--- src/rtl/efr_pkg.sv ---
package efr_pkg;
    localparam int FRAME_W = 32;
    localparam int CODE_W  = 5;
    localparam int CMD_W   = 16 - CODE_W;
    localparam logic [7:0] HDR = 8'h90;

    typedef struct packed {
        logic [FRAME_W-2:0] sh;
        logic [5:0]         cnt;
    } rx_state_t;

    typedef struct packed {
        logic [FRAME_W-1:0] sh;
        logic [5:0]         left;
    } tx_state_t;

    // CRC-4, x^4+x+1, initial value zero, message MSB first
    function automatic logic [3:0] crc4(input logic [FRAME_W-5:0] m);
        logic [3:0] c;
        logic       fb;
        c = 4'h0;
        for (int i = FRAME_W - 5; i >= 0; i--) begin
            fb = c[3] ^ m[i];
            c  = {c[2:0], 1'b0};
            if (fb) c = c ^ 4'b0011;
        end
        return c;
    endfunction

    // quadratic breakpoints: count of k in 1..31 with energy >= 64*k*k
    function automatic logic [CODE_W-1:0] nrg_code(input logic [15:0] e);
        logic [CODE_W-1:0] c;
        c = '0;
        for (int k = 1; k < 32; k++)
            if (int'(e) >= k * k * 64) c = c + 1'b1;
        return c;
    endfunction
endpackage

--- src/rtl/efr_rx.sv ---
module efr_rx
    import efr_pkg::*;
(
    input  logic               clk,
    input  logic               rst_n,
    input  logic               vld,
    input  logic               sof,
    input  logic               dat,
    output logic               done,
    output logic [FRAME_W-1:0] word
);
    rx_state_t st_d, st_q;

    always_comb begin
        st_d = st_q;
        done = 1'b0;
        if (vld && sof) begin
            st_d.sh  = {{(FRAME_W-2){1'b0}}, dat};
            st_d.cnt = 6'd1;
        end else if (vld && st_q.cnt != 6'd0) begin
            if (st_q.cnt == 6'(FRAME_W - 1)) begin
                done     = 1'b1;
                st_d.cnt = 6'd0;
            end else begin
                st_d.sh  = {st_q.sh[FRAME_W-3:0], dat};
                st_d.cnt = st_q.cnt + 6'd1;
            end
        end
        word = {st_q.sh, dat};
    end

    always_ff @(posedge clk) begin
        if (!rst_n) st_q <= '0;
        else        st_q <= st_d;
    end
endmodule

--- src/rtl/efr_chk.sv ---
module efr_chk
    import efr_pkg::*;
(
    input  logic [FRAME_W-1:0] word,
    output logic               ok
);
    always_comb begin
        ok = (word[31:24] == HDR) && (word[6:4] == 3'b000) &&
             (word[3:0] == crc4(word[31:4]));
    end
endmodule

--- src/rtl/efr_tx.sv ---
module efr_tx
    import efr_pkg::*;
#(
    parameter int N_RX = 16
) (
    input  logic               clk,
    input  logic               rst_n,
    input  logic               load,
    input  logic [FRAME_W-1:0] word,
    output logic               tx_vld,
    output logic               tx_sof,
    output logic [N_RX-1:0]    tx_dat
);
    tx_state_t st_d, st_q;

    always_comb begin
        st_d = st_q;
        if (load) begin
            st_d.sh   = word;
            st_d.left = 6'(FRAME_W);
        end else if (st_q.left != 6'd0) begin
            st_d.sh   = {st_q.sh[FRAME_W-2:0], 1'b0};
            st_d.left = st_q.left - 6'd1;
        end
    end

    always_ff @(posedge clk) begin
        if (!rst_n) st_q <= '0;
        else        st_q <= st_d;
    end

    assign tx_vld = (st_q.left != 6'd0);
    assign tx_sof = (st_q.left == 6'(FRAME_W));

    for (genvar i = 0; i < N_RX; i++) begin : g_lane
        assign tx_dat[i] = st_q.sh[FRAME_W-1] & tx_vld;
    end
endmodule

--- src/rtl/energy_frame_relay.sv ---
module energy_frame_relay
    import efr_pkg::*;
#(
    parameter int N_RX      = 16,
    parameter int CNT_W     = 16,
    parameter int FRAME_TMO = 40000,
    parameter int VALUE_TMO = 40000000
) (
    input  logic              clk,
    input  logic              rst_n,
    input  logic              a_vld,
    input  logic              a_sof,
    input  logic              a_dat,
    input  logic              b_vld,
    input  logic              b_sof,
    input  logic              b_dat,
    input  logic              test_mode,
    input  logic [CODE_W-1:0] test_code,
    input  logic [CMD_W-1:0]  test_cmd,
    output logic              act_b,
    output logic [CODE_W-1:0] code,
    output logic              frm_tmo,
    output logic              nrg_tmo,
    output logic [CNT_W-1:0]  cnt_good,
    output logic [CNT_W-1:0]  cnt_bad,
    output logic [CNT_W-1:0]  cnt_lost,
    output logic [CNT_W-1:0]  cnt_rep,
    output logic              tx_vld,
    output logic              tx_sof,
    output logic [N_RX-1:0]   tx_dat
);
    localparam int FT_W = $clog2(FRAME_TMO + 1);
    localparam int VT_W = $clog2(VALUE_TMO + 1);
    localparam logic [FT_W-1:0] FT_LAST = FT_W'(FRAME_TMO - 1);
    localparam logic [VT_W-1:0] VT_LAST = VT_W'(VALUE_TMO - 1);

    typedef struct packed {
        logic              act;
        logic              ftmo;
        logic              ntmo;
        logic              have_tog;
        logic              last_tog;
        logic [CODE_W-1:0] code;
        logic [FT_W-1:0]   ftmr;
        logic [VT_W-1:0]   vtmr;
        logic [CNT_W-1:0]  good;
        logic [CNT_W-1:0]  bad;
        logic [CNT_W-1:0]  lost;
        logic [CNT_W-1:0]  rep;
    } st_t;

    st_t st_d, st_q;

    logic [1:0]         vld_w, sof_w, dat_w, done_w, ok_w;
    logic [FRAME_W-1:0] word_w [2];

    assign vld_w = {b_vld, a_vld};
    assign sof_w = {b_sof, a_sof};
    assign dat_w = {b_dat, a_dat};

    for (genvar ch = 0; ch < 2; ch++) begin : g_feed
        efr_rx u_rx (
            .clk  (clk),
            .rst_n(rst_n),
            .vld  (vld_w[ch]),
            .sof  (sof_w[ch]),
            .dat  (dat_w[ch]),
            .done (done_w[ch]),
            .word (word_w[ch])
        );
        efr_chk u_chk (
            .word(word_w[ch]),
            .ok  (ok_w[ch])
        );
    end

    logic               good_w, bad_w, tmo_w, newv_w, tog_w;
    logic [FRAME_W-1:0] sel_w, txw_w;
    logic [CODE_W-1:0]  ncode_w;
    logic [FRAME_W-5:0] txbody_w;

    always_comb begin
        sel_w    = word_w[st_q.act];
        good_w   = done_w[st_q.act] && ok_w[st_q.act];
        bad_w    = done_w[st_q.act] && !ok_w[st_q.act];
        tmo_w    = !done_w[st_q.act] && (st_q.ftmr == FT_LAST);
        tog_w    = sel_w[7];
        newv_w   = good_w && (!st_q.have_tog || tog_w != st_q.last_tog);
        ncode_w  = test_mode ? test_code : nrg_code(sel_w[23:8]);
        txbody_w = {HDR, test_cmd, ncode_w, tog_w, 3'b000};
        txw_w    = {txbody_w, crc4(txbody_w)};

        st_d = st_q;
        if (good_w) begin
            if (!(&st_q.good)) st_d.good = st_q.good + 1'b1;
            st_d.ftmo = 1'b0;
            st_d.ftmr = '0;
        end else if (bad_w) begin
            if (!(&st_q.bad)) st_d.bad = st_q.bad + 1'b1;
            st_d.act  = !st_q.act;
            st_d.ftmr = '0;
        end else if (tmo_w) begin
            if (!(&st_q.lost)) st_d.lost = st_q.lost + 1'b1;
            st_d.ftmo = 1'b1;
            st_d.act  = !st_q.act;
            st_d.ftmr = '0;
        end else begin
            st_d.ftmr = st_q.ftmr + 1'b1;
        end

        if (newv_w) begin
            st_d.have_tog = 1'b1;
            st_d.last_tog = tog_w;
            st_d.code     = ncode_w;
            st_d.vtmr     = '0;
            st_d.ntmo     = 1'b0;
        end else if (st_q.vtmr == VT_LAST) begin
            st_d.ntmo = 1'b1;
            st_d.vtmr = '0;
        end else begin
            st_d.vtmr = st_q.vtmr + 1'b1;
        end

        if (good_w && !newv_w && !(&st_q.rep)) st_d.rep = st_q.rep + 1'b1;
    end

    always_ff @(posedge clk) begin
        if (!rst_n) st_q <= '0;
        else        st_q <= st_d;
    end

    efr_tx #(.N_RX(N_RX)) u_tx (
        .clk   (clk),
        .rst_n (rst_n),
        .load  (newv_w),
        .word  (txw_w),
        .tx_vld(tx_vld),
        .tx_sof(tx_sof),
        .tx_dat(tx_dat)
    );

    assign act_b    = st_q.act;
    assign code     = st_q.code;
    assign frm_tmo  = st_q.ftmo;
    assign nrg_tmo  = st_q.ntmo;
    assign cnt_good = st_q.good;
    assign cnt_bad  = st_q.bad;
    assign cnt_lost = st_q.lost;
    assign cnt_rep  = st_q.rep;


    feed_flip_chk: assert property (@(posedge clk) disable iff (!rst_n)
        (act_b != $past(act_b)) |-> (cnt_bad != $past(cnt_bad)) || (cnt_lost != $past(cnt_lost))
                                    || (&$past(cnt_bad)) || (&$past(cnt_lost)));

    good_step_chk: assert property (@(posedge clk) disable iff (!rst_n)
        (cnt_good - $past(cnt_good)) <= CNT_W'(1));

    good_keeps_feed_chk: assert property (@(posedge clk) disable iff (!rst_n)
        (cnt_good != $past(cnt_good)) |-> (act_b == $past(act_b)));

    lost_rise_chk: assert property (@(posedge clk) disable iff (!rst_n)
        $rose(frm_tmo) |-> (cnt_lost != $past(cnt_lost)) || (&$past(cnt_lost)));

    subst_chk: assert property (@(posedge clk) disable iff (!rst_n)
        ($past(test_mode) && code != $past(code)) |-> (code == $past(test_code)));

    stale_code_chk: assert property (@(posedge clk) disable iff (!rst_n)
        $rose(nrg_tmo) |-> (code == $past(code)));

    tx_start_chk: assert property (@(posedge clk) disable iff (!rst_n)
        $rose(tx_vld) |-> tx_sof);
endmodule

--- config.mk ---
export PLATFORM = sky130hd
export DESIGN_NAME = energy_frame_relay
export DESIGN_NICKNAME = d
export VERILOG_FILES = /design/src/rtl/efr_pkg.sv /design/src/rtl/efr_rx.sv /design/src/rtl/efr_chk.sv /design/src/rtl/efr_tx.sv /design/src/rtl/energy_frame_relay.sv
export SDC_FILE = /design/constraint.sdc
export NUM_CORES = 1
export LEC_CHECK = 0
export CAP_MARGIN = 20
export CORE_MARGIN = 2
export CORE_UTILIZATION = 50
export DETAILED_ROUTE_END_ITERATION = 8
export DONT_BUFFER_PORTS = 1
export SYNTH_ARGS = -nofsm -noshare
export SYNTH_HDL_FRONTEND = slang
export SYNTH_SLANG_ARGS = --single-unit
--- constraint.sdc ---
create_clock -name clk -period 20.9 [get_ports clk]
set_clock_uncertainty 0.1 [all_clocks]
set_input_delay 4.18 -clock clk [delete_from_list [all_inputs] [get_ports clk]]
set_output_delay 4.18 -clock clk [all_outputs]
set_load 0.02 [all_outputs]
After elaboration in Yosys (flattened, before gate mapping)
Cells that the tools add are included.
Storage, ports and cells
  RAM bits: 0
  bits of input ports: 25
  output and inout port bits: 90
  bits in registers: 228
  latch bits: 0
  bits in read-only memories: 0
  memories kept: 0
Cells by class
  equality and inequality tests: 12
  shift-type cells: 0
  add/sub/neg operators: 39
  div/mod/pow operators: 0
  multiplexer cells: 133
  bitwise logic cells: 153
  $lt $le $gt $ge: 33
  reduce and logical (&&, ||, !) cells: 49
  multiply operators: 0
Operators with widths (number)
  2-to-1 mux 5 bit: 31
  2-to-1 mux 2 bit: 77
  adder 5 x 1 -> 5 bit (second input constant): 30
  inverter 2 bit: 73
  >= comparator 16 bit (second input constant): 9
  >= comparator 16 x 15 -> 1 bit (second input constant): 7
  adder 16 x 1 -> 16 bit (second input constant): 5
  2-to-1 mux 38 bit: 2
  2-to-1 mux 24 bit: 3
  >= comparator 16 x 13 -> 1 bit (second input constant): 4
  >= comparator 16 x 14 -> 1 bit (second input constant): 4
  AND reduction 16 bit: 4
  XOR 1 bit: 64
  >= comparator 16 x 11 -> 1 bit (second input constant): 2
  >= comparator 16 x 12 -> 1 bit (second input constant): 2
  2-to-1 mux 7 bit: 4
  adder 26 x 1 -> 26 bit (second input constant): 1
  == test 26 bit (second input constant): 1
  nonzero test 6 bit: 3
  == test 16 bit (second input constant): 1
  == test 8 bit (second input constant): 2
  >= comparator 16 x 10 -> 1 bit (second input constant): 1
  >= comparator 16 x 7 -> 1 bit (second input constant): 1
  >= comparator 16 x 9 -> 1 bit (second input constant): 1
  other kinds (26): 87

Depth between registers and ports, before layout
Gate-level depths: netlist of the first run.
  word-level depth: 86
  depth in mapped cells: 92
  mapped depth without buffers: 88

By module
From an unflattened synthesis of the first run, not the netlist that was laid out.
Unflattened totals
  cells, all modules: 2080
  area total of the unflattened synthesis: 17623.2 um^2
By module, submodules not included
  energy_frame_relay: cells each 1391, area each 11006.8 um^2, times used 1
  efr_rx: cells each 177, area each 1712.9 um^2, times used 2
  efr_tx: cells each 233, area each 1884.3 um^2, times used 1
  efr_chk: cells each 51, area each 653.1 um^2, times used 2

Least setup slack after synthesis of the first run
No wires, ideal clock.
  path type: flip-flop to flip-flop
  start: register st_q, in the netlist act_b
  end: register u_tx.st_q[8] (netlist bit)
  cell stages (with the launch flop): 92
  buffers on the path: 4
  library setup time: 116 ps
  arrival time: 15905 ps
  setup slack: 4779 ps
  clock period less this slack: 16121 ps
  path through: dfxtp_1 -> buf_6 -> buf_6 -> nor3_2 -> o22ai_2 -> clkbuf_1 -> nor2_1 -> nand3_1 -> nor2_1 -> ha_1 -> clkbuf_1 -> xor2_1 -> ha_1 -> a21boi_0 -> o21bai_1 -> ha_1 -> xnor3_1 -> a22oi_1 -> [56 not listed] -> ha_1 -> xnor2_1 -> a21oi_1 -> o211ai_1 -> ha_1 -> nand2_1 -> xor2_1 -> xnor2_1 -> nand3_1 -> xor2_1 -> xor2_1 -> nand4_1 -> a21o_1 -> o211a_1 -> o31ai_2 -> xnor3_2 -> xnor3_1 -> o211a_1
On the way
  word-level cells in the longest chain between the ends: 75
  elaborated cells on any way between the ends: 123
RTL lines
  start: declaration: line energy_frame_relay.sv:52  | st_t st_d, st_q;
  start signal: assignment: line energy_frame_relay.sv:129  | else st_q <= st_d;
  inverter 1 -> 2 bit (implied by the code): line energy_frame_relay.sv:83  | sel_w = word_w[st_q.act];
  2-to-1 mux 24 bit (implied by the code) (3 in series): line energy_frame_relay.sv:83
  >= comparator 16 x 7 -> 1 bit: line efr_pkg.sv:35  | if (int'(e) >= k * k * 64) c = c + 1'b1;
  2-to-1 mux 1 bit: line efr_pkg.sv:35
  adder 5 x 1 -> 5 bit: line efr_pkg.sv:35
  2-to-1 mux 5 bit: line efr_pkg.sv:35
  adder 5 x 1 -> 5 bit: line efr_pkg.sv:35
  2-to-1 mux 5 bit: line efr_pkg.sv:35
  [57 not listed]
  XOR 1 bit: line efr_pkg.sv:23  | fb = c[3] ^ m[i];
  2-to-1 mux 2 bit: line efr_pkg.sv:25  | if (fb) c = c ^ 4'b0011;
  XOR 1 bit or inverter 2 bit (tied branches)
  2-to-1 mux 2 bit: line efr_pkg.sv:25
  2-to-1 mux 2 bit, or another cell as far along: line efr_pkg.sv:25
  inverter 2 bit (no source line) or 2-to-1 mux 2 bit (tied branches)
  2-to-1 mux 2 bit: line efr_pkg.sv:25
  2-to-1 mux 38 bit: line efr_tx.sv:18  | if (load) begin
  end signal: assignment: line efr_tx.sv:29  | else st_q <= st_d;
  end: declaration: line efr_tx.sv:14  | tx_state_t st_d, st_q;
Parallel ways exist; a longest one is shown, timed or not. The select of a mux whose other input is x is not followed.
A chain may end at the register's enable or synchronous reset.

Worst setup path after layout of the first run
Ends and elaborated chain as after synthesis.

==> results of run 1 <==
==> metal layers <==
layer / wire length [um] / part of all wire
met5: 0 / 0
met4: 581 / 0.016
met3: 1969 / 0.053
met2: 17110 / 0.46
met1: 17540 / 0.47
==> power groups by stage <==
stage / logic (W) / registers (W) / clock network (W)
CTS: 0.000132 / 0.000448 / 0.000469
detailed placement: 0.000132 / 0.000457 / 0
floorplan: 0.000103 / 0.000456 / 0
global route: 0.000145 / 0.000449 / 0.000485
finish: 0.000132 / 0.000448 / 0.000457
global placement: 0.000128 / 0.000457 / 0
==> final timing paths <==
path | end | depth (start not counted) | slack (ps)
max | u_tx.st_q[8] | 87 | 3130
min | u_tx.st_q[32] | 2 | 350
max reg2reg | u_tx.st_q[8] | 87 | 3130
min reg2reg | u_tx.st_q[32] | 2 | 350
==> cells in the mapped netlist, types with 15 or more instances <==
| cell | number | area, um2 |
|---|---|---|
| nand2_1 | 330 | 1239 |
| o21ai_0 | 81 | 405.4 |
| mux2_2 | 18 | 202.7 |
| nand4_1 | 33 | 206.5 |
| xnor2_1 | 175 | 1533 |
| nor2_1 | 214 | 803.3 |
| nand3_1 | 86 | 430.4 |
| nor4_1 | 15 | 93.84 |
| inv_1 | 38 | 142.6 |
| mux2i_1 | 33 | 330.3 |
| nor3_1 | 35 | 175.2 |
| buf_4 | 88 | 660.6 |
| dfxtp_1 | 228 | 4564 |
| and2_1 | 19 | 118.9 |
| a21oi_1 | 138 | 690.7 |
| ha_1 | 44 | 550.5 |
| xor2_1 | 123 | 1077 |
| and3_1 | 36 | 225.2 |
| clkbuf_1 | 71 | 266.5 |
==> flip-flops by register name, indices dropped and copies added (netlist names), 5 cells and up <==
name / cells
code: 5
cnt_rep: 16
st_q: 44
cnt_bad: 16
g_feed.u_rx.st_q: 12
cnt_lost: 16
u_tx.st_q: 38
g_feed.u_rx.word: 62
cnt_good: 16
==> placed cells by master, fill, tap and decap left out, types with 9 or more instances in the layout <==
| cell type | instances |
|---|---|
| nand2_1 | 330 |
| dfxtp_1 | 227 |
| nor2_1 | 212 |
| xnor2_1 | 175 |
| a21oi_1 | 138 |
| xor2_1 | 123 |
| nand3_1 | 86 |
| o21ai_0 | 81 |
| ha_1 | 44 |
| inv_1 | 38 |
| and3_1 | 36 |
| nor3_1 | 35 |
| mux2i_1 | 33 |
| nand4_1 | 33 |
| clkbuf_16 | 26 |
| and2_1 | 18 |
| mux2_2 | 18 |
| nor4_1 | 15 |
| nand2b_1 | 14 |
| a31oi_1 | 14 |
| or2_2 | 13 |
| or3_1 | 13 |
| nand3b_1 | 13 |
| buf_4 | 12 |
| xnor2_2 | 10 |
| clkinv_2 | 10 |
| a21o_1 | 9 |
| nor2b_1 | 9 |
| xnor3_1 | 9 |
==> worst max-delay path, delay by kind of cell (launching register included) <==
kind | cells | cell delay [ps]
AO/OA/AOI/OAI | 21 | 3740
XOR/XNOR | 18 | 3960
adder cells (fa/ha/maj) | 14 | 4050
buffers and inverters | 4 | 640
flip-flops | 1 | 390
multiplexers | 7 | 1690
AND/OR/NAND/NOR | 23 | 3070
==> final cells by class <==
type / instances / area (um2)
fill: 3076 / 15380
inverter: 42 / 157.7
sequential: 228 / 4566
multi-input combinational: 1657 / 10760
timing repair buffer: 15 / 172.7
tap: 442 / 553.0
clock inverter: 15 / 156.4
clock buffer: 33 / 716.9
==> stage by stage <==
stage / cells / util / area, um2 / hold WS, ps
floorplan: 2098 / - / 16460 / 322.8
global placement: 2381 / 0.4968 / 16120 / 336.8
detailed placement: 2384 / 0.4993 / 16200 / 343.7
CTS: 2432 / 0.5262 / 17080 / 352.8
global route: 2432 / 0.5262 / 17080 / 377.5
finish: 2432 / 0.5262 / 17080 / 348.5
==> kinds of logic after synthesis <==
logic type	Yosys count	share of synthesized area
AND/OR/NAND/NOR	878	0.2531
AO/OA/AOI/OAI	353	0.1349
XOR/XNOR	328	0.1958
flip-flops	228	0.2772
buffers and inverters	213	0.07053
multiplexers	54	0.03504
adder cells (fa/ha/maj)	44	0.03344
==> reports/qor.csv, run 1 <==
stage,metric,value,unit
yosys,ys_warn_count,0,
setup_path,worstPathArrival,18100,ps
setup_path,required,21230,ps
route,routed_via_density,5.514,
run,max_cap_violations,0,
floorplanning,io_pins,115,
yosys,async_reset_ff_frac,0,
route,wl,37200,um
route,drt-pass1-iter-count,5,
setup_path,critPathLaunch,act_b,
cells_and_area,fin_nets,2039,
setup_path,endpoint_kind,flop,
setup_path,path_max_fanout,44,
yosys,synth_edf_count,0,
placed_design,finalWeightedCongestion,0.8641,
yosys,synth_seq_cells,228,
clock_network,postCtsSetupBuffers,0,
clock_network,cts.sinks,228,
timing,setup_tns,0,ps
run_status,status,"finished, final reports clean",
floorplanning,core,32450,um2
timing,worst_slew_pin_slew,1060,ps
timing,hold_viol_final,0,
yosys,synth_fp_nets,2167,
yosys,synth_area,16460,um2
route,ant_nets,0,
timing,worst_slack,3130,ps
placed_design,dpl.hpwl,27480,um
clock_network,cts_inserted_buffers,26,
clock_network,h-tree-depth,1,
timing,maxSlewViolCount,0,
grt,grt.total_usage,0.2140,
floorplanning,rows,66,
floorplanning,dieArea,34390,um2
route,drt_iter0_drc,793,
yosys,synth_ff_type,dfxtp_1,
timing,min_period_over_period,0.8502,
yosys,synth_seq_area_share,0.2772,
floorplanning,die_h,185.5,um
hold_path,worstHoldStart,u_tx.st_q[32],
placed_design,dpl_worst_slack,3406,ps
route,via_count,13410,
clock_network,cts-root-buf,clkbuf_16,
clock_network,cts_resized,0,
power,finalPower,0.001036,W
grt,use_met2,0.3527,
clock_network,cts_buffer_depth,3,
power,p_comb_frac,0.127,
power,power.clock.fraction,0.441,
power,power_frac_seq,0.432,
power,cellPowerDensity,60.67,nW/um2
grt,overflow,0,
cells_and_area,n_antenna_cell,0,
power,p_int,0.0007588,W
power,power.leakage,6.383,nW
yosys,syn_area_per_cell,7.847,um2
grt,grt_pass1_wl,61670,um
placed_design,io_buffers,0,
setup_path,cp_common_cell,ha_1,
cells_and_area,areaGrowthSynthToFinish,3.731,%
grt,antenna_found_initial,0,
yosys,synth_cell_type_count,100,
clock_network,cts_tree,built,
clock_network,path_clk_slew,60,ps
floorplanning,start_util,0.5073,
power,power_switching,0.0002773,W
grt,grt_busiest_layer,met2,
setup_path,crit_path_top_delay_cell,xnor3_2,
cells_and_area,layout-drive-gt1-share,0.07789,
route,drc,0,
timing,setup_viol,0,
setup_path,slowest_delay,520,ps
clock_network,hold_buffers,0,
power,switching_share,0.2676,
grt,grt_pass1_vias,12360,
route,wl_per_cell,15.30,um
floorplanning,die_x,185.5,um
timing,relSlewSlack,0.2933,
timing,layout_min_cycle_time,17770,ps
power,vdd_drop_max,0.06599,mV
yosys,synthCells,2098,
hold_path,hold_path_class,flop to flop,
setup_path,worstSetupPathType,flop to flop,
setup_path,r2r_start,act_b,
grt,met3_usage,0.04050,
grt,grt_max_degree,88,
setup_path,startpoint_type,flop,
timing,max_freq,56.27,MHz
grt,grt_use_met1,0.2917,
clock_network,clock_latency,560,ps
timing,rsz0062_at_grt,false,
(Power assumes the default switching activity.)
==> run 2, diff against run 1 <==
MAX_ROUTING_LAYER = met4   (was unset)
==> run 2 against run 1 <==
Global-route usage grew 0.61 points. Power about the same. Critical path depth is the same. Die area stayed put. Cell area unchanged. Flip-flop and latch count stayed put. Sequential power about the same. Count of clock-buffer cells in the layout unchanged. Via count about the same. Core utilization stayed put. Combinational power barely moved. First-iteration DRC count decreased by 0.13%. Critical endpoint unchanged. Highest routed layer unchanged.
==> reports/qor.csv, run 2 (synthesis results as in run 1) <==
stage,metric,value,unit,change
timing,layout_min_cycle_time,17720,ps,-45.69 ps
cells_and_area,final_cell_mix,"330 x nand2_1, 227 x dfxtp_1, 212 x nor2_1, 175 x xnor2_1, 138 x a21oi_1",,
timing,hold_viol_final,0,,unchanged
clock_network,hold_buffers,0,,unchanged
timing,worst_slew_pin_slew,1081,ps,+20.79 ps
cells_and_area,areaGrowthSynthToFinish,3.731,%,unchanged
timing,maxSlewViolCount,0,,unchanged
setup_path,slowest_delay,520,ps,about the same
grt,overflow,0,,unchanged
clock_network,postCtsSetupBuffers,0,,unchanged
clock_network,cts.sinks,228,,unchanged
placed_design,finalWeightedCongestion,0.8781,,+1.6%
route,routed_via_density,5.516,,about the same
route,ant_nets,0,,unchanged
route,wl_per_cell,15.28,um,about the same
cells_and_area,fin_nets,2039,,unchanged
clock_network,cts-root-buf,clkbuf_16,,
timing,worst_slack,3176,ps,+45.69 ps
run_status,status,"finished, final reports clean",,
cells_and_area,nFillCells,3076,,unchanged
route,wl,37170,um,about the same
setup_path,crit_path_top_delay_cell,xnor3_2,,
hold_path,hold_path_class,flop to flop,,
setup_path,cp_common_cell,ha_1,,
setup_path,worst_r2r_path_depth,87,,unchanged
route,drc,0,,unchanged
clock_network,cts_inserted_buffers,26,,unchanged
power,power_switching,0.0002769,W,-0.14%
power,switching_share,0.2673,,-0.0002745
power,power_frac_seq,0.432,,about the same
floorplanning,die_x,185.5,um,unchanged
power,p_comb_frac,0.127,,about the same
power,p_int,0.0007588,W,about the same
grt,grt_max_degree,88,,unchanged
setup_path,worstSetupPathType,flop to flop,,
clock_network,path_clk_slew,60,ps,about the same
cells_and_area,n_antenna_cell,0,,unchanged
clock_network,clock_latency,560,ps,about the same
cells_and_area,final_common_cell,nand2_1,,
clock_network,cts_buffer_depth,3,,unchanged
floorplanning,start_util,0.5073,,unchanged
setup_path,path_max_fanout,44,,unchanged
placed_design,dpl.hpwl,27480,um,unchanged
power,power.clock.fraction,0.441,,about the same
route,drt_iter0_drc,792,,-0.13%
power,vdd_drop_max,0.06560,mV,-0.60%
timing,rsz0062_at_grt,false,,
clock_network,cts_tree,built,,
power,cellPowerDensity,60.65,nW/um2,about the same
grt,grt.total_usage,0.2202,,+0.006146
grt,antenna_found_initial,0,,unchanged
run,max_cap_violations,0,,unchanged
timing,setup_tns,0,ps,unchanged
floorplanning,io_pins,115,,unchanged
grt,grt_pass1_wl,61640,um,about the same
placed_design,dpl_worst_slack,3406,ps,unchanged
placed_design,io_buffers,0,,unchanged
cells_and_area,layout-drive-gt1-share,0.07789,,unchanged
power,power.leakage,6.383,nW,unchanged
floorplanning,core,32450,um2,unchanged
floorplanning,dieArea,34390,um2,unchanged
setup_path,endpoint_kind,flop,,
setup_path,worstPathArrival,18050,ps,-50 ps
route,via_count,13420,,+0.045%
cells_and_area,largest_register_ffs,62,,unchanged
hold_path,hold_depth,2,,unchanged
setup_path,required,21230,ps,about the same
route,drt-pass1-iter-count,5,,unchanged
timing,min_period_over_period,0.8481,,-0.002186
clock_network,h-tree-depth,1,,unchanged
grt,grt_pass1_vias,12350,,-0.040%
floorplanning,rows,66,,unchanged
floorplanning,die_h,185.5,um,unchanged
timing,max_freq,56.42,MHz,+0.26%
timing,relSlewSlack,0.2794,,-0.01386
clock_network,cts_resized,0,,unchanged
setup_path,startpoint_type,flop,,
timing,setup_viol,0,,unchanged
## run 2: layout make-up
| type | count | area [um2] | area share |
|---|---|---|---|
| multi-input combinational | 1657 | 10760 | 0.6298 |
| sequential | 228 | 4566 | 0.2673 |
| clock buffer | 33 | 716.9 | 0.04198 |
| tap | 442 | 553.0 | 0.03238 |
| inverter | 42 | 157.7 | 0.009231 |
| timing repair buffer | 15 | 172.7 | 0.01011 |
| clock inverter | 15 | 156.4 | 0.009158 |
## run 2: power groups by stage
stage,clock [W],sequential [W],combinational (W)
finish,0.000457,0.000448,0.000131
global route,0.000485,0.000449,0.000145
CTS,0.000469,0.000448,0.000132
detailed placement,0,0.000457,0.000132
global placement,0,0.000457,0.000128
floorplan,0,0.000456,0.000103
## run 2: metal layers
layer / up-vias / track usage / part of all wire
li1: 6868 / - / -
met1: 6260 / 0.2912 / 0.47
met2: 244 / 0.3539 / 0.46
met3: 44 / 0.03933 / 0.050
met4: 0 / 0.04381 / 0.016
met5: - / - / 0
## run 2: critical path: cells and delay by family (launching register included)
family,cells,cell delay [ps]
multiplexers,7,1680
AO/OA/AOI/OAI,21,3730
buffers and inverters,4,640
flip-flops,1,390
AND/OR/NAND/NOR,23,3070
adder cells (fa/ha/maj),14,4050
XOR/XNOR,18,3940
## run 2: final timing paths
path,from,end,slack (ps)
setup / recovery,act_b,u_tx.st_q[8],3180
hold / removal,u_tx.st_q[32],u_tx.st_q[32],350
setup reg to reg,act_b,u_tx.st_q[8],3180
hold reg to reg,u_tx.st_q[32],u_tx.st_q[32],350
## run 2: stage by stage
stage	area, um2	power, W	util	hold slack (ps)	std cells
global placement	16120	0.0005855	0.4968	336.8	2381
CTS	17080	0.001049	0.5262	352.8	2432
detailed placement	16200	0.0005890	0.4993	343.7	2384
finish	17080	0.001036	0.5262	348.8	2432
global route	17080	0.001078	0.5262	377.5	2432
floorplan	16460	0.0005594	-	322.8	2098
==> run 3, diff against run 2 <==
clock period = 16.5 ns   (was 20.9 ns; I/O delays follow)
==> run 3 against run 2 <==
Setup slack got worse by 2500 ps. Count of clock-buffer cells in the layout up 7. Worst hold slack got worse by 2.7 ps. Sequential power up 27%. Core utilization up 2.3 points. Register-to-register slack got worse by 2500 ps. Combinational power rose by 25%. Power is 25% higher. Fmax increased by 12%. Largest power group unchanged. Highest routed layer unchanged.
==> reports/qor.csv, run 3 (synthesis results as in run 1) <==
stage,metric,value,unit,change
power,cellPowerDensity,72.89,nW/um2,+20%
setup_path,path_max_fanout,6,,-86%
timing,hold_viol_final,0,,unchanged
setup_path,worstSetupPathType,flop to flop,,
route,via_count,13620,,+1.5%
hold_path,hold_path_class,flop to flop,,
clock_network,clock_latency,540,ps,-20 ps
grt,grt.total_usage,0.2246,,+0.004411
timing,worst_slew_pin_slew,1049,ps,-31.60 ps
run,max_cap_violations,0,,unchanged
route,routed_via_density,5.487,,-0.53%
floorplanning,die_x,185.5,um,unchanged
floorplanning,die_h,185.5,um,unchanged
timing,worst_slack,683.4,ps,-2492 ps
placed_design,dpl.hpwl,28020,um,+2.0%
clock_network,path_clk_slew,60,ps,about the same
clock_network,cts_inserted_buffers,26,,unchanged
power,power.leakage,6.694,nW,+4.9%
setup_path,worstPathArrival,16150,ps,-1900 ps
floorplanning,core,32450,um2,unchanged
setup_path,crit_path_top_delay_cell,xnor3_2,,
placed_design,place_inst,2410,,+1.1%
power,vdd_drop_max,0.06789,mV,+3.5%
cells_and_area,n_antenna_cell,0,,unchanged
setup_path,required,16840,ps,-4390 ps
grt,grt_pass1_wl,62760,um,+1.8%
cells_and_area,layout-drive-gt1-share,0.1250,,+0.04711
setup_path,slowest_delay,490,ps,-30 ps
placed_design,dpl_worst_slack,-208.7,ps,-3614 ps
placed_design,io_buffers,0,,unchanged
setup_path,worst_r2r_path_depth,90,,+3.4%
timing,layout_min_cycle_time,15820,ps,-1908 ps
clock_network,cts_tree,built,,
timing,maxSlewViolCount,0,,unchanged
clock_network,h-tree-depth,1,,unchanged
hold_path,hold_depth,2,,unchanged
grt,overflow,0,,unchanged
timing,max_freq,63.22,MHz,+12%
placed_design,finalWeightedCongestion,0.8646,,-1.5%
route,drc,0,,unchanged
route,ant_nets,0,,unchanged
cells_and_area,final_common_cell,nand2_1,,
clock_network,cts-root-buf,clkbuf_16,,
grt,grt_pass1_vias,12750,,+3.2%
grt,antenna_found_initial,0,,unchanged
route,wl,38570,um,+3.8%
cells_and_area,final_cells,2482,,+2.1%
cells_and_area,final_cell_mix,"326 x nand2_1, 227 x dfxtp_1, 207 x nor2_1, 172 x xnor2_1, 135 x a21oi_1",,
cells_and_area,nFillCells,3062,,-0.46%
timing,min_period_over_period,0.9586,,+0.1105
floorplanning,rows,66,,unchanged
cells_and_area,areaGrowthSynthToFinish,8.322,%,
cells_and_area,fin_nets,2092,,+2.6%
setup_path,startpoint_type,flop,,
setup_path,endpoint_kind,flop,,
floorplanning,io_pins,115,,unchanged
run_status,status,"finished, final reports clean",,
floorplanning,start_util,0.5073,,unchanged
grt,grt_max_degree,89,,+1.1%
route,wl_per_cell,15.54,um,+1.7%
clock_network,cts_buffer_depth,3,,unchanged
cells_and_area,largest_register_ffs,62,,unchanged
setup_path,cp_common_cell,ha_1,,
route,drt_iter0_drc,826,,+4.3%
clock_network,cts.sinks,228,,unchanged
timing,relSlewSlack,0.2987,,+0.01930
route,drt-pass1-iter-count,5,,unchanged
timing,setup_viol,0,,unchanged
floorplanning,dieArea,34390,um2,unchanged
run 3: cell types whose count changed in the layout (fill, tap and decap cells not counted), sizes merged:
cell | before | now
buf | 15 | 68
clkbuf | 33 | 40
clkinv | 12 | 5
bufinv | 2 | 1
clkinvlp | 1 | 0
inv | 42 | 41
run 3: worst max-delay path: cells and delay by family (launching register included):
kind	cells	cell delay, ps
simple gates	23	2730
fa+ha+maj	15	4210
compound gates	27	3830
flops	1	360
xor+xnor	14	2470
mux	6	1420
buf+inv	5	620
run 3: final timing paths:
path / start / endpoint / slack [ps]
max: act_b / u_tx.st_q[7] / 680
min: st_q[112] / st_q[112] / 350
max reg2reg: act_b / u_tx.st_q[7] / 680
min reg2reg: st_q[112] / st_q[112] / 350
run 3: routing by layer:
metal	part of all wire	vias up	wire length, um	GRT usage
met3	0.046	64	1766	0.03757
met2	0.46	239	17690	0.3582
met5	0	-	0	-
met1	0.47	6355	18090	0.2939
met4	0.027	0	1024	0.06317
li1	-	6961	-	-
run 3: through the flow:
| step | hold WS (ps) | instance area, um2 | power, W | TNS [ps] | utilization |
|---|---|---|---|---|---|
| after floorplan | 322.8 | 16460 | 0.0007086 | 0 | - |
| after global placement | 336.1 | 16310 | 0.0007404 | 0 | 0.5025 |
| after detailed placement | 339.4 | 16380 | 0.0007429 | -410.9 | 0.5048 |
| after CTS | 342.8 | 17270 | 0.001319 | 0 | 0.5322 |
| after global routing | 373.7 | 17830 | 0.001357 | -618.6 | 0.5495 |
| final | 346.1 | 17830 | 0.001300 | 0 | 0.5495 |
run 3: cell type report:
class	count	area, um2	area share
multi-input cells	1657	11160	0.6258
flip-flops and latches	228	4568	0.2562
clock buffers	40	783.3	0.04392
well taps	442	553.0	0.03101
repair buffers	68	550.5	0.03087
inverters	42	157.7	0.008840
clock inverters	5	61.31	0.003438
run 3: timing repair:
item	CTS	global route
setup buffers	0	26
pin swaps	2	48
hold buffers	0	0
endpoints found under the setup margin	3	12
gates resized for setup	8	82
run 3: report_power, final:
| part | switching (W) | internal, W |
|---|---|---|
| Clock | 0.000229 | 0.000340 |
| Combinational | 0.000105 | 0.0000586 |
| Sequential | 0.00000777 | 0.000560 |
| Total | 0.000342 | 0.000958 |
